## config.mk

```make
export PLATFORM = sky130hd
export DESIGN_NAME = tx_outcome_ctl
export DESIGN_NICKNAME = d
export VERILOG_FILES = /design/src/rtl/tx_outcome_pkg.sv /design/src/rtl/tx_outcome_eval.sv /design/src/rtl/tx_outcome_fsm.sv /design/src/rtl/tx_outcome_ctl.sv
export SDC_FILE = /design/constraint.sdc
export NUM_CORES = 1
export LEC_CHECK = 0
export BUFFER_PORTS_ARGS = -buffer_cell sky130_fd_sc_hd__buf_2
export CAP_MARGIN = 5
export CORE_MARGIN = 8
export CORE_UTILIZATION = 38
export CTS_CLUSTER_DIAMETER = 30
export DETAILED_ROUTE_END_ITERATION = 7
export HOLD_SLACK_MARGIN = 0.12
export PLACE_DENSITY = 0.87
export REMOVE_ABC_BUFFERS = 1
export SLEW_MARGIN = 20
export SYNTH_ARGS = -nofsm -noshare
export SYNTH_HDL_FRONTEND = slang
export SYNTH_SLANG_ARGS = --single-unit
```

## constraint.sdc

```tcl
create_clock -name clk -period 1.57 [get_ports clk]
set_clock_uncertainty 0.15 [all_clocks]
set_input_delay 0.0785 -clock clk [delete_from_list [all_inputs] [get_ports clk]]
set_output_delay 0.0785 -clock clk [all_outputs]
set_load 0.01 [all_outputs]
```

## src/rtl/tx_outcome_pkg.sv

```systemverilog
package tx_outcome_pkg;

    typedef enum logic [1:0] {
        ST_IDLE = 2'd0,
        ST_BUSY = 2'd1,
        ST_HALT = 2'd2
    } tx_state_t;

    localparam int STW        = 16;
    localparam int BIT_XCOLL  = 10;
    localparam int BIT_UNDRUN = 9;
    localparam int BIT_JUMBO  = 8;
    localparam int BIT_DEFER  = 6;
    localparam int BIT_CRC    = 5;

    typedef struct packed {
        logic xcoll;
        logic jumbo;
        logic defer;
        logic crc;
    } cause_t;

endpackage

```

## src/rtl/tx_outcome_eval.sv

```systemverilog
module tx_outcome_eval #(
    parameter int COLL_W  = 5,
    parameter int LEN_W   = 14,
    parameter int DEFER_W = 4
) (
    input  logic [COLL_W-1:0]  coll_count,
    input  logic [COLL_W-1:0]  retry_limit,
    input  logic [LEN_W-1:0]   frame_len,
    input  logic [LEN_W-1:0]   max_len,
    input  logic               huge_en,
    input  logic [DEFER_W-1:0] defer_count,
    input  logic [DEFER_W-1:0] defer_limit,
    input  logic               coll_defer,
    input  logic               late_coll,
    input  logic               crc_mismatch,
    input  logic               crc_insert_en,
    output tx_outcome_pkg::cause_t cause
);
    localparam logic [DEFER_W-1:0] ONE_DEFER = DEFER_W'(1);

    logic over_len;
    logic defer_window;

    always_comb begin
        over_len     = (frame_len > max_len);
        defer_window = (defer_count >= ONE_DEFER) && (defer_count < defer_limit);
        cause.xcoll  = (coll_count > retry_limit);
        cause.jumbo  = over_len && !huge_en;
        cause.defer  = !late_coll && (defer_window || coll_defer);
        cause.crc    = crc_mismatch && !crc_insert_en;
    end
endmodule

```

## src/rtl/tx_outcome_fsm.sv

```systemverilog
module tx_outcome_fsm
    import tx_outcome_pkg::*;
(
    input  logic      clk,
    input  logic      rst_n,
    input  logic      frame_start,
    input  logic      frame_end,
    input  logic      fatal,
    input  logic      err_clear,
    output tx_state_t state,
    output logic      start_take,
    output logic      end_take,
    output logic      halted
);
    tx_state_t state_nx;

    always_ff @(posedge clk or negedge rst_n) begin
        if (!rst_n) state <= ST_IDLE;
        else        state <= state_nx;
    end

    always_comb begin
        state_nx   = state;
        start_take = 1'b0;
        end_take   = 1'b0;
        halted     = 1'b0;
        unique case (state)
            ST_IDLE: begin
                if (frame_start) begin
                    start_take = 1'b1;
                    state_nx   = ST_BUSY;
                end
            end
            ST_BUSY: begin
                if (frame_end) begin
                    end_take = 1'b1;
                    state_nx = fatal ? ST_HALT : ST_IDLE;
                end
            end
            ST_HALT: begin
                halted = 1'b1;
                if (err_clear) state_nx = ST_IDLE;
            end
            default: state_nx = ST_IDLE;
        endcase
    end
endmodule

```

## src/rtl/tx_outcome_ctl.sv

```systemverilog
module tx_outcome_ctl
    import tx_outcome_pkg::*;
#(
    parameter int COLL_W   = 5,
    parameter int LEN_W    = 14,
    parameter int DEFER_W  = 4,
    parameter int BUFLEN_W = 12
) (
    input  logic                clk,
    input  logic                rst_n,
    input  logic                frame_start,
    input  logic                frame_end,
    input  logic [COLL_W-1:0]   coll_count,
    input  logic [COLL_W-1:0]   retry_limit,
    input  logic                fifo_underrun,
    input  logic [LEN_W-1:0]    frame_len,
    input  logic [LEN_W-1:0]    max_len,
    input  logic                huge_en,
    input  logic [DEFER_W-1:0]  defer_count,
    input  logic [DEFER_W-1:0]  defer_limit,
    input  logic                coll_defer,
    input  logic                late_coll,
    input  logic                crc_mismatch,
    input  logic                crc_insert_en,
    input  logic                err_clear,
    input  logic [BUFLEN_W-1:0] buf_len_in,
    output logic [STW-1:0]      status_word,
    output logic [BUFLEN_W-1:0] buf_len_out,
    output logic                tx_halt,
    output logic                txerr_irq,
    output logic                trunc_req
);
    cause_t    cause;
    tx_state_t state;
    logic      start_take, end_take, halted;
    logic      undrun_seen, undrun_now, fatal;
    logic [STW-1:0] status_nx;

    tx_outcome_eval #(
        .COLL_W (COLL_W),
        .LEN_W  (LEN_W),
        .DEFER_W(DEFER_W)
    ) u_eval (
        .coll_count   (coll_count),
        .retry_limit  (retry_limit),
        .frame_len    (frame_len),
        .max_len      (max_len),
        .huge_en      (huge_en),
        .defer_count  (defer_count),
        .defer_limit  (defer_limit),
        .coll_defer   (coll_defer),
        .late_coll    (late_coll),
        .crc_mismatch (crc_mismatch),
        .crc_insert_en(crc_insert_en),
        .cause        (cause)
    );

    tx_outcome_fsm u_fsm (
        .clk        (clk),
        .rst_n      (rst_n),
        .frame_start(frame_start),
        .frame_end  (frame_end),
        .fatal      (fatal),
        .err_clear  (err_clear),
        .state      (state),
        .start_take (start_take),
        .end_take   (end_take),
        .halted     (halted)
    );

    always_comb begin
        undrun_now = undrun_seen || fifo_underrun;
        fatal      = cause.xcoll || cause.jumbo || cause.crc || undrun_now;
        status_nx              = '0;
        status_nx[BIT_XCOLL]   = cause.xcoll;
        status_nx[BIT_UNDRUN]  = undrun_now;
        status_nx[BIT_JUMBO]   = cause.jumbo;
        status_nx[BIT_DEFER]   = cause.defer;
        status_nx[BIT_CRC]     = cause.crc;
        tx_halt   = halted;
        txerr_irq = halted;
        trunc_req = (state == ST_BUSY) && cause.jumbo;
    end

    always_ff @(posedge clk or negedge rst_n) begin
        if (!rst_n) begin
            undrun_seen <= 1'b0;
        end else if (start_take || end_take) begin
            undrun_seen <= 1'b0;
        end else if (state == ST_BUSY && fifo_underrun) begin
            undrun_seen <= 1'b1;
        end
    end

    always_ff @(posedge clk or negedge rst_n) begin
        if (!rst_n) begin
            status_word <= '0;
            buf_len_out <= '0;
        end else if (start_take) begin
            status_word <= '0;
        end else if (end_take) begin
            status_word <= status_nx;
            buf_len_out <= cause.jumbo ? '0 : buf_len_in;
        end
    end
endmodule

```

==> metrics.md <==
| Metric | Value |
|---|---|
| Slew Limit Fails | `0` |
| Layout area overhead | `67.1%` |
| GRT Total Usage | `0.149` |
| Layout Utilization | `0.654` |
| Vias | `1652` |
| First DRT Iteration DRCs | `63` |
| IO buf count | `88` |
| Sw frac | `0.379` |
| Flop2flop setup slack | `0.05 ns` |
| Mapped Area | `1540 um^2` |
| Row Count | `23` |
| Chip Height | `79.7 um` |
| Final hold vios | `0` |
| Drt total wl | `4860 um` |
| Combinational fraction of design power | `0.530` |
| Deepest clock path buffer count | `2` |
| Routability Congestion | `0.784` |
| Sequential share of the synthesized area | `0.324` |
| Vias in the first global route | `1739` |
| Cells after synthesis | `181` |
| Switching power | `1.00 mW` |
| Power share of the sequential group | `0.322` |
| Final Setup Violations | `2` |
| Reg-to-reg endpoint | `buf_len_out[6]` |
| WP data required | `1.34 ns` |
| Min Clock Period, post-route | `around 1.7 ns` |
| First-pass GRT wire length | `7660 um` |
| Clock Sinks | `20` |
| Grt ovf | `0` |
| DR DRC count | `0` |
| CTS Buf Count | `3` |
| Antenna-violating nets left | `0` |
| Share of layout cells above drive strength 1 | `0.492` |
| PwrDens | `1030 nW/um^2` |
| Synthesis Warnings | `0` |
| Iteration count of the initial detailed-routing pass | `4` |
| Unrepaired setup endpoints after global routing | `true` |
| Post-DR wirelength/cell | `13.8 um` |
| Largest delay share family, worst path | `buffers and inverters` |
| Die width | `79.7 um` |
| IR Drop Worst-Case VDD | `between 0.0004 and 0.0005 V` |
| H-tree levels | `1` |
| Pin count of the biggest net entering global routing | `21` |
| Worst setup margin | `-0.103 ns` |
| Dpl hpwl | `~3600 um` |
| Critical Path AT | `1.44 ns` |
| Leakage Power | `1.39 nW` |
| Tcrit/Tclk final | `1.07` |
| Worst setup SP type | `input pin` |
| Worst-skew pair later-pin latency | `0.26 ns` |
| Max Freq | `598 MHz` |
| Core ar. | `3940 um^2` |
| CTS root buf | `clkbuf_8` |
| Yosys reg bits | `20` |
| Post-DP Area | `2080 um^2` |
| # fillers | `approximately 320` |
| Critical path class | `input pin to output port` |
| Die footprint | `6350 um^2` |
| Drt via density | `4.69` |
| Top-Level Pins | `100` |
| Synth Area per Inst | `8.52 um^2` |
| Worst setup EP type | `output port` |
| Initial antenna violation count | `1` |
| Clock power frac | `0.148` |
| Largest stage delay on the critical path | `0.23 ns` |
| Worst Hold Slack | `0.190 ns` |
| Max cap viols | `0` |
| Status | `finished with violations` |
| Final Power | `2.65 mW` |
| Reg2reg start | `u_fsm.state[1]` |
| Critical-path maximum fanout | `3` |
| Clk slew on worst S/H paths | `0.08 ns` |
| Slowest cell on crit path | `a41o_1` |
| Cell area after layout | `2580 um^2` |
| Critical path, cell by cell | `buf_2 > inv_1 > ha_4 > and4_1 > buf_4 > a41o_1 > a21oi_2 > and2_1 > buf_2` |
| Worst path buffer plus inverter count | `4` |
| Top cell by count, worst path | `buf_2` |
| Hold Crit Class | `input pin to async pin` |
| Place WS | `-0.375 ns` |
| Final nets | `393` |
| Internal power | `1.64 mW` |
| Netlist cell types | `35` |
| R2R cell count | `6` |
| TritonCTS clock tree | `yes` |
| Failing checks | `setup timing` |
| Starting Density | `0.391` |
## worst register-to-register path: stages, from the launching register on
cell and delay (ns):
dfrtp_1 0.42, nor2b_4 0.13, buf_4 0.12, and2_1 0.28, buf_12 0.17, nand2_1 0.07
o21ai_2 0.11
## synthesized netlist by cell type
cell type | n | area [um^2]
nor4_1 | 1 | 6.26
nand4_1 | 1 | 6.26
a21oi_2 | 1 | 8.76
a22o_1 | 1 | 8.76
and4_1 | 1 | 8.76
buf_6 | 1 | 11.3
clkbuf_1 | 2 | 7.51
or4_1 | 1 | 7.51
o31ai_1 | 1 | 7.51
dfrtp_1 | 20 | 500
o32ai_1 | 1 | 8.76
a31oi_1 | 1 | 6.26
o21ai_2 | 10 | 87.6
nor4_2 | 1 | 12.5
buf_2 | 1 | 5.00
nor2_1 | 10 | 37.5
a21o_1 | 4 | 30.0
nor2b_1 | 1 | 6.26
a221o_2 | 1 | 11.3
o21a_1 | 1 | 7.51
nor2b_4 | 1 | 13.8
and2b_1 | 1 | 7.51
a221o_1 | 1 | 10.0
nand2b_1 | 3 | 18.8
a41o_1 | 1 | 10.0
a211oi_1 | 2 | 15.0
and2_1 | 2 | 12.5
nand2_1 | 32 | 120
buf_4 | 12 | 90.1
inv_1 | 25 | 93.8
o21ai_0 | 8 | 40.0
ha_1 | 22 | 275
nand2_2 | 1 | 6.26
conb_1 | 1 | 3.75
a21oi_1 | 8 | 40.0
## registers in the layout, summed over array words and instances (netlist names)
register and flops:
buf_len_out 12, status_word 5, u_fsm.state 2, undrun_seen 1
## cells in the final DEF, fill, tap and decap left out, drive strengths merged, types with 2 or more instances in the layout
cell,netlist,routed
buf,14,101
nand2,33,33
inv,25,25
ha,22,22
dlygate4sd3,0,21
dfrtp,20,20
o21ai,18,18
conb,1,11
nor2,10,10
a21oi,9,9
a21o,4,4
clkbuf,2,4
nand2b,3,3
and2,2,2
a211oi,2,2
nor2b,2,2
nor4,2,2
a221o,2,2
## cells by family after synthesis
family / share of synthesized area
flops: 0.324
fa+ha+maj: 0.178
buf+inv: 0.135
simple gates: 0.171
compound gates: 0.189
other cells: 0.00243
## cell type report
type | count | area [um^2] | share of cell area
tap | 50 | 62.6 | 0.0243
inverter | 25 | 96.3 | 0.0374
timing repair buffer | 122 | 800 | 0.310
sequential | 20 | 500 | 0.194
multi-input combinational | 130 | 1060 | 0.412
antenna | 1 | 2.50 | 0.000971
clock buffer | 4 | 55.1 | 0.0214
## power groups by stage
stage / Combinational, mW / Sequential [mW] / Clock, mW
after floorplan: 0.563 / 0.953 / 0
after global placement: 1.20 / 0.853 / 0
after detailed placement: 1.25 / 0.858 / 0
after CTS: 1.41 / 0.849 / 0.399
after global routing: 1.56 / 0.871 / 0.420
final: 1.40 / 0.851 / 0.392
## worst max path at each step
stage            startpoint        endpoint  slack (ns)  depth (start not counted)
2_1_floorplan   max_len[13]       trunc_req       -0.39                          7
3_3_place_gp   frame_len[5]  u_fsm.state[1]       -0.30                          8
3_5_place_dp   frame_len[5]  buf_len_out[1]       -0.37                          9
4_1_cts          max_len[3]       trunc_req       -0.15                         10
5_1_grt          max_len[5]       trunc_req       -0.18                          9
6_report         max_len[5]       trunc_req       -0.10                          9
## timing repair
item,in CTS,in global routing
hold buffers,21,1
setup endpoints to repair,16,17
resized for setup,32,11
buffers inserted,2,0
endpoints found under the hold margin,38,1
gates cloned,0,0
pin swaps,12,7
## metrics by stage
step                      cells  TNS [ns]
after floorplan             175     -4.88
after detailed placement    325     -4.48
after CTS                   352    -0.543
after global placement      325     -3.60
final                       352    -0.135
after global routing        352    -0.867
## metal layers
| metal | vias to the layer above | wire (um) | part of all wire | track usage |
|---|---|---|---|---|
| met1 | 748 | 1750 | 0.36 | 0.155 |
| met4 | 0 | 121 | 0.025 | 0.0759 |
| met3 | 10 | 409 | 0.084 | 0.0327 |
| li1 | 825 | - | - | - |
| met2 | 69 | 2580 | 0.53 | 0.274 |
| met5 | - | 0 | 0 | 0 |
Note: power is estimated with default switching activity, not from simulation.
